[src/rtl/tcam_pkg.sv]
package tcam_pkg;
    typedef enum logic [2:0] {
        OP_NOP    = 3'd0,
        OP_WRITE  = 3'd1,
        OP_INVAL  = 3'd2,
        OP_LDKEY  = 3'd3,
        OP_LDGM   = 3'd4,
        OP_SEARCH = 3'd5
    } tcam_op_e;
endpackage

[src/rtl/tcam_first_set.sv]
module tcam_first_set #(
    parameter int N  = 16,
    parameter int AW = 4
) (
    input  logic [N-1:0]  vec,
    output logic          found,
    output logic [AW-1:0] idx
);
    always_comb begin
        found = 1'b0;
        idx   = '0;
        for (int i = N - 1; i >= 0; i--) begin
            if (vec[i]) begin
                found = 1'b1;
                idx   = AW'(i);
            end
        end
    end

    logic [N-1:0] below;
    always_comb begin
        below = ({{(N-1){1'b0}}, 1'b1} << idx) - 1'b1;
        if (found) begin
            assert_pick_is_set_R5: assert (vec[idx]);
            assert_pick_is_lowest_R5: assert ((vec & below) == '0);
        end else begin
            assert_none_means_empty_R8: assert (vec == '0);
        end
    end
endmodule

[src/rtl/tcam_store.sv]
module tcam_store
    import tcam_pkg::*;
#(
    parameter int N  = 16,
    parameter int W  = 32,
    parameter int AW = 4
) (
    input  logic          clk,
    input  logic          rst_n,
    input  tcam_op_e      op,
    input  logic [AW-1:0] addr,
    input  logic [W-1:0]  data,
    input  logic [W-1:0]  mask,
    output logic [N-1:0]  match_vec,
    output logic [N-1:0]  valid_vec
);
    logic [W-1:0] row_data [N];
    logic [W-1:0] row_mask [N];
    logic [N-1:0] valid_q;
    logic [W-1:0] key_q;
    logic [W-1:0] gmask_q;

    always_ff @(posedge clk) begin
        if (!rst_n) begin
            valid_q <= '0;
            key_q   <= '0;
            gmask_q <= '0;
            for (int i = 0; i < N; i++) begin
                row_data[i] <= '0;
                row_mask[i] <= '0;
            end
        end else begin
            unique case (op)
                OP_WRITE: begin
                    row_data[addr] <= data;
                    row_mask[addr] <= mask;
                    valid_q[addr]  <= 1'b1;
                end
                OP_INVAL:  valid_q[addr] <= 1'b0;
                OP_LDKEY:  key_q   <= data;
                OP_LDGM:   gmask_q <= data;
                OP_SEARCH: ;
                default:   ;
            endcase
        end
    end

    for (genvar g = 0; g < N; g++) begin : g_row
        assign match_vec[g] = valid_q[g] &&
            (((row_data[g] ^ key_q) & ~(row_mask[g] | gmask_q)) == '0);
    end

    assign valid_vec = valid_q;

    assert_store_sets_valid_R2: assert property (@(posedge clk) disable iff (!rst_n)
        (op == OP_WRITE) |=> valid_q[$past(addr)]);
    assert_retire_clears_valid_R2: assert property (@(posedge clk) disable iff (!rst_n)
        (op == OP_INVAL) |=> !valid_q[$past(addr)]);
endmodule

[src/rtl/tcam_search.sv]
module tcam_search
    import tcam_pkg::*;
#(
    parameter int ENTRIES = 16,
    parameter int WIDTH   = 32,
    localparam int AW     = $clog2(ENTRIES)
) (
    input  logic             clk,
    input  logic             rst_n,
    input  logic [2:0]       op_code,
    input  logic [AW-1:0]    op_addr,
    input  logic [WIDTH-1:0] op_data,
    input  logic [WIDTH-1:0] op_mask,
    output logic             res_valid,
    output logic             res_hit,
    output logic [AW-1:0]    res_index,
    output logic [AW-1:0]    free_index,
    output logic             free_full
);
    tcam_op_e op;
    assign op = tcam_op_e'(op_code);

    logic [ENTRIES-1:0] match_vec;
    logic [ENTRIES-1:0] valid_vec;

    tcam_store #(.N(ENTRIES), .W(WIDTH), .AW(AW)) u_store (
        .clk(clk), .rst_n(rst_n), .op(op), .addr(op_addr),
        .data(op_data), .mask(op_mask),
        .match_vec(match_vec), .valid_vec(valid_vec)
    );

    // capture stage
    logic               cap_v;
    logic [ENTRIES-1:0] cap_match;

    always_ff @(posedge clk) begin
        if (!rst_n) begin
            cap_v     <= 1'b0;
            cap_match <= '0;
        end else begin
            cap_v     <= (op == OP_SEARCH);
            cap_match <= (op == OP_SEARCH) ? match_vec : '0;
        end
    end

    // resolve stage
    logic          m_found;
    logic [AW-1:0] m_idx;
    tcam_first_set #(.N(ENTRIES), .AW(AW)) u_match_pick (
        .vec(cap_match), .found(m_found), .idx(m_idx)
    );

    always_ff @(posedge clk) begin
        if (!rst_n) begin
            res_valid <= 1'b0;
            res_hit   <= 1'b0;
            res_index <= '0;
        end else begin
            res_valid <= cap_v;
            res_hit   <= cap_v && m_found;
            res_index <= (cap_v && m_found) ? m_idx : '0;
        end
    end

    // next free row
    logic          f_found;
    logic [AW-1:0] f_idx;
    tcam_first_set #(.N(ENTRIES), .AW(AW)) u_free_pick (
        .vec(~valid_vec), .found(f_found), .idx(f_idx)
    );
    assign free_full  = !f_found;
    assign free_index = f_idx;

    assert_result_latency_R7: assert property (@(posedge clk) disable iff (!rst_n)
        (op == OP_SEARCH) |=> ##1 res_valid);
    assert_no_stray_result_R7: assert property (@(posedge clk) disable iff (!rst_n)
        res_valid |-> $past(op_code == 3'd5, 2));
    assert_idle_no_hit_R7: assert property (@(posedge clk) disable iff (!rst_n)
        !res_valid |-> !res_hit);
    assert_miss_index_zero_R8: assert property (@(posedge clk) disable iff (!rst_n)
        (res_valid && !res_hit) |-> (res_index == '0));
    assert_full_index_zero_R6: assert property (@(posedge clk) disable iff (!rst_n)
        free_full |-> (free_index == '0));
    assert_full_when_all_valid_R6: assert property (@(posedge clk) disable iff (!rst_n)
        (&valid_vec) |-> free_full);
endmodule

[config.mk]
export PLATFORM = sky130hd
export DESIGN_NAME = tcam_search
export DESIGN_NICKNAME = d
export VERILOG_FILES = /design/src/rtl/tcam_pkg.sv /design/src/rtl/tcam_first_set.sv /design/src/rtl/tcam_store.sv /design/src/rtl/tcam_search.sv
export SDC_FILE = /design/constraint.sdc
export NUM_CORES = 2
export LEC_CHECK = 0
export BUFFER_PORTS_ARGS = -buffer_cell sky130_fd_sc_hd__buf_2
export CAP_MARGIN = 25
export CORE_MARGIN = 8
export CORE_UTILIZATION = 45
export DETAILED_ROUTE_END_ITERATION = 7
export PLACE_DENSITY = 0.6
export SLEW_MARGIN = 20
export SYNTH_ARGS = -nofsm -noshare
export SYNTH_HDL_FRONTEND = slang
export SYNTH_SLANG_ARGS = --single-unit
[constraint.sdc]
create_clock -name clk -period 10.06 [get_ports clk]
set_input_delay 0 -clock clk [delete_from_list [all_inputs] [get_ports clk]]
set_output_delay 0 -clock clk [all_outputs]
set_load 0.01 [all_outputs]
Word level (Yosys, flattened, before mapping)
Memories as Yosys holds them, arrays and structs flattened.
Index checks and enable logic that the tools add are counted.
Widths: inputs -> output; s select.
{"block": "word_totals", "wordCells": 209, "mem_bits_rw": 1024, "input_bits": 73, "output_inout_bits": 11, "memories": 2, "ff_bits": 103}
{"block": "classes", "order_cmp": 2, "n_mux": 76, "n_eq_ne": 5, "reduce_logical": 43, "bitwise_logic": 70}
{"memory": "u_store.row_data", "words": 16, "word_bits": 32, "rd": 16, "rd_clocked_by_memory_dff": 0, "write_ports": 16, "line_no": "tcam_store.sv:17", "rtl": "logic [W-1:0] row_data [N];"}
{"memory": "u_store.row_mask", "words": 16, "word_bits": 32, "rd": 16, "rd_clocked_by_memory_dff": 0, "write_ports": 16, "line_no": "tcam_store.sv:18", "rtl": "logic [W-1:0] row_mask [N];"}
{"operator": "$and 32x32->32", "count": 16}
{"operator": "$logic_not 32->1", "count": 16}
{"operator": "$not 32->32", "count": 16}
{"operator": "$or 32x32->32", "count": 16}
{"operator": "$xor 32x32->32", "count": 16}
{"operator": "$mux 4", "count": 26}
{"operator": "$mux 32", "count": 2}
{"operator": "$reduce_or 32->1", "count": 2}
{"operator": "$mux 1", "count": 40}
{"operator": "$not 16->16", "count": 2}
{"operator": "$pmux 16 s2", "count": 1}
{"operator": "$logic_and 1x1->1", "count": 18}
{"operator": "$and 16x16->16", "count": 1}
{"operator": "$or 16x16->16", "count": 1}
{"operator": "$mux 3", "count": 4}
{"operator": "$reduce_or 10->1", "count": 1}
{"operator": "$eq 3x2->1 const B", "count": 2}
{"operator": "$eq 3x3->1 const B", "count": 2}
{"operator": "$reduce_or 6->1", "count": 1}
{"operator": "$lt 4x5->1 const B", "count": 1}
{"operator": "$demux 1 s4", "count": 1}
{"operator": "$ge 4x1->1 const B", "count": 1}
{"operator": "$mux 2", "count": 2}
{"operator": "$reduce_or 4->1", "count": 1}
{"operator": "other kinds (6)", "count": 7}

Depth between registers and ports, before layout
{"block": "depth", "word_depth": 19, "ltp_mapped": 7, "mapped_depth_nobuf": 5}

Hierarchy
Synthesis repeated with hierarchy kept, for this count alone.
{"block": "hier_totals", "cells_unflattened": 4065, "hier_area_um2": 51493.1}
{"module": "tcam_store", "seq_area_each_um2": 32351.0, "area_each_um2": 50428.4, "cells_each": 3935, "n_inst": 1}
{"module": "tcam_search", "seq_area_each_um2": 460.4, "area_each_um2": 706.9, "cells_each": 64, "n_inst": 1}
{"module": "tcam_first_set", "seq_area_each_um2": 0.0, "area_each_um2": 178.9, "cells_each": 33, "n_inst": 2}

Least setup slack after synthesis
No wires, ideal clock.
{"block": "synth_timing", "kind": "input to register", "startpoint": "input port op_code[1]", "endpoint": "memory u_store.row_data[15][0], enable pin", "path_stages": 4, "t_required_ns": 9.485, "arrival_time_ns": 5.116, "path_slack_ns": 4.369, "cell_sequence": "and2b_2 -> nand3b_4 -> buf_4 -> o21ai_0"}
{"element": "start: declaration", "line_no": "tcam_search.sv:10", "rtl": "input logic [2:0] op_code,"}
{"element": "end: declaration", "line_no": "tcam_store.sv:17"}

Final worst setup path
{"block": "layout_timing", "startpoint": "register u_store.key_q[20]", "endpoint": "register cap_match[11]"}
{"block": "layout_via", "elab_chain_len": 4}
{"element": "start: declaration", "line_no": "tcam_store.sv:20", "rtl": "logic [W-1:0] key_q;"}
{"element": "start signal: assignment", "line_no": "tcam_store.sv:40", "rtl": "OP_LDKEY: key_q <= data;"}
{"element": "$xor 32x32->32", "line_no": "tcam_store.sv:50", "rtl": "(((row_data[g] ^ key_q) & ~(row_mask[g] | gmask_q)) == '0);"}
{"element": "$and 32x32->32", "line_no": "tcam_store.sv:50"}
{"element": "$logic_not 32->1", "line_no": "tcam_store.sv:50"}
{"element": "$logic_and 1x1->1", "line_no": "tcam_store.sv:49", "rtl": "assign match_vec[g] = valid_q[g] &&"}
{"element": "end signal: assignment", "line_no": "tcam_search.sv:42", "rtl": "cap_match <= (op == OP_SEARCH) ? match_vec : '0;"}
{"element": "end: declaration", "line_no": "tcam_search.sv:34", "rtl": "logic [ENTRIES-1:0] cap_match;"}
No other way between the ends.
A chain may end at the register's enable or synchronous reset.

==> summary.md <==
In this run, synthesis produced a sequential element count of 1127. At the later pin of the worst-skew pair, clock insertion delay measures 0.73 ns. The routed via count divided by cell count came out at 5.801.

The count of final max-slew check failures was 0. In the layout the commonest cells are 1024 x and2_1, 1024 x edfxtp_1, 512 x xnor2_1, 502 x nor3_1, 164 x nand2_1. Violation count after the first detailed-routing iteration: 5289.

In the final layout, the share of cells above drive strength 1 is 11.49%. The dominant register cell in the synthesized netlist was edfxtp_1. The last weighted congestion value of the routability-driven placer is 0.9259, and the minimum period implied by the final worst setup slack is 3.008 ns.

On the final layout, the worst hold slack is 0.04380 ns. For the via count of the first global-routing pass, the log shows 30750. Counting distinct cell types in the post-synthesis netlist gives 48. The tools report the maximum resistive drop on vdd as 0.1350 mV. The H-tree was split into 3 levels.

After legalization and detailed placement, the total HPWL measured 110.1 mm. Setup slack on the worst reg-to-reg path comes out at 7.05 ns. The leakage power total came out at 19.03 nW. The path class of the tightest hold or removal check is in -> reg.

Counting flops with an async set or reset pin after synthesis yields a share of 0%. In this run the standard cell core region covers 112500 um^2. Across the run, the number of max-cap violations was 0.

During synthesis, Yosys emitted a total of 0 warnings. Counting along the longest clock path gives a buffer depth of 3. In this run the core area contains 123 standard-cell rows. The arrival time at the worst endpoint came out at 3.61 ns.

The run gives 0 as the remaining design rule violation count. Setup violations remaining at the end of the flow were counted as 0. In the global route stage, overall resource usage came out at 28.82%.

The cell area that synthesis handed to floorplanning was 50970 um^2. The first TritonRoute pass finished after 5 iterations. Clock-pin slew was measured on the worst setup and hold paths at 0.06 ns.

The flow ran to the end, and the final reports show no timing, DRC or antenna violations. The count of nets left with antenna violations once routing finished came out at 0. Along the worst path, the maximum fanout reaches 12.

The number of enable-type register cells in the synthesized netlist was 1024; the effective utilization at floorplan was 45.31%. Clock skew on the completed layout was measured at 0.03796 ns. The width of the die was 352.6 um. The logs give 252.5 mm for the first-pass GRT wire length and 65 for the maximum number of pins on one net before global-route repair. The cell count after synthesis came out at 4036.

Summed over all layers, the routed wires come to 184.2 mm. The run gives 0 as the number of failing hold endpoints at the final stage. After detailed routing, the average wire length per cell comes to 32.18 um. Clock tree synthesis selected as its root buffer the cell clkbuf_16. The number of instances on the worst hold path is 2, and the power density of the placed cells is 186.5 nW/um^2. The number of nets produced by synthesis came out at 4109. At the pin with the least slew margin, the transition time is 1.236 ns.

The run gives 0 ns as the final-layout setup total negative slack. From synthesis to final layout, the design area changed by 13.42%. The maximum clock rate came out at 332.4 MHz.

After synthesis, flip-flops and latches occupy 64.37% of the total area. The number of ports placed on the die boundary was 84. The final layout contains 4179 nets. The CTS buffer count was 121. Category of the critical setup timing path: reg -> reg. The run gives 10.66 ns as the required time at the worst-slack endpoint. The headroom to the max-slew limit was 16.91%; the final worst-path cycle share was 29.90%.

The die is 352.6 um tall. Setup repair after global routing left no endpoint under its margin. Input and output buffers added on the ports amount to 83. The number of vias in the routed layout is 33210. The type of origin of the critical path was a flip-flop. The run gives 124300 um^2 as the full die area. Number of antenna violations at the first check in global routing: 32. TritonCTS built the clock tree.

The cell depth of the worst flop-to-flop path is 6. The CTS sink count is 1127, and the per-instance average area after synthesis is 12.63 um^2. Critical path capture point type: a flip-flop.

The post-CTS repair timing setup buffer count came out at 0. The total congestion overflow was 0.
==> critical path, cell delays in order (launching register included) <==
cell,delay (ns)
dfxtp_1,0.56
buf_4,0.38
xnor2_1,0.18
nor3_1,0.14
nor4_1,0.76
nand2_1,0.50
nor4_1,0.35
==> state kept, by name, indices dropped and copies added (netlist names), named ones only <==
name              flops
res_valid             1
cap_v                 1
res_index             4
u_store.gmask_q      32
res_hit               1
u_store.row_mask    512
cap_match            16
u_store.row_data    512
u_store.key_q        32
==> kinds of logic (layout without fill, tap and decap cells) <==
logic type                after synthesis  in the layout  synth area share, %
xor gates and xnor gates              512            512                8.798
buffers and inverters                 331            507                2.968
other                                   0             13                    0
DFF                                  1127           1127                64.37
AOI/OAI and AO/OA                     135            135                2.035
and+or+nand+nor                      1931           1931                21.83
==> synthesized netlist by cell type, types with 2 or more instances <==
library cell / count / area, um^2
a31oi_1: 3 / 18.77
buf_2: 159 / 795.8
nor4_2: 11 / 137.6
nor2_1: 28 / 105.1
o21ai_0: 19 / 95.09
clkbuf_2: 12 / 60.06
dfxtp_1: 103 / 2062
edfxtp_1: 1024 / 30750
nor2b_1: 7 / 43.79
nor4_1: 129 / 807.0
o221a_1: 10 / 112.6
o31ai_1: 2 / 15.01
or4_1: 2 / 15.01
buf_1: 9 / 33.78
nand2_1: 165 / 619.3
nor3_1: 502 / 2512
and2_1: 1025 / 6412
a2111oi_0: 2 / 17.52
nor2_2: 2 / 12.51
clkbuf_1: 127 / 476.7
inv_1: 11 / 41.29
nand4_1: 11 / 68.82
nand3_1: 23 / 115.1
xnor2_1: 512 / 4484
a21oi_1: 6 / 30.03
buf_4: 11 / 82.58
nand2b_1: 2 / 12.51
a21boi_0: 65 / 488.0
buf_6: 2 / 22.52
nor2_4: 14 / 157.7
nor3_2: 2 / 20.02
o311ai_0: 4 / 35.03
o311ai_1: 12 / 105.1
o221a_2: 6 / 67.56
==> final timing paths <==
kind / from / end
max: u_store.key_q[20]$_SDFFE_PN0N_ / cap_match[11]$_SDFF_PN0_
min: op_mask[10] / u_store.row_mask[7][10]$_SDFFCE_PN0P_
max reg2reg: u_store.key_q[20]$_SDFFE_PN0N_ / cap_match[11]$_SDFF_PN0_
min reg2reg: u_store.gmask_q[9]$_SDFFE_PN0N_ / u_store.gmask_q[9]$_SDFFE_PN0N_
==> report_power, final <==
group / switching [mW] / internal, mW
Combinational: 0.601 / 0.254
Clock: 1.89 / 2.60
Sequential: 0.103 / 5.33
==> metrics by stage <==
stage / cells / utilization, % / setup slack, ns / total power, mW / cell area, um^2
floorplan: 4036 / - / 4.369 / 5.944 / 50970
global placement: 5403 / 46.96 / 6.853 / 6.324 / 52830
detailed placement: 5413 / 47.14 / 7.074 / 6.347 / 53030
CTS: 5708 / 51.28 / 7.060 / 10.80 / 57690
global route: 5713 / 51.36 / 7.066 / 11.04 / 57780
finish: 5725 / 51.39 / 7.052 / 10.78 / 57810
==> repair_timing <==
item                                   CTS  global route
endpoints found under the hold margin  852             0
gates resized for setup                  0             0
hold buffers                            66             0
==> layout make-up <==
class	instances	area, um^2
fill	9517	54690
sequential	1127	32840
multi-input combinational	2578	16980
clock buffer	166	3390
timing repair buffer	267	2053
tap	1500	1877
clock inverter	63	605.6
inverter	11	41.29
antenna	13	32.53
==> per-layer routing <==
layer,up-vias,global-route usage [%],wire length (um)
met4,6,10.67,7811
li1,14220,-,-
met2,1965,44.01,81950
met3,314,6.503,21740
met5,-,0,39
met1,16710,40.21,72670
(Power assumes the default switching activity.)
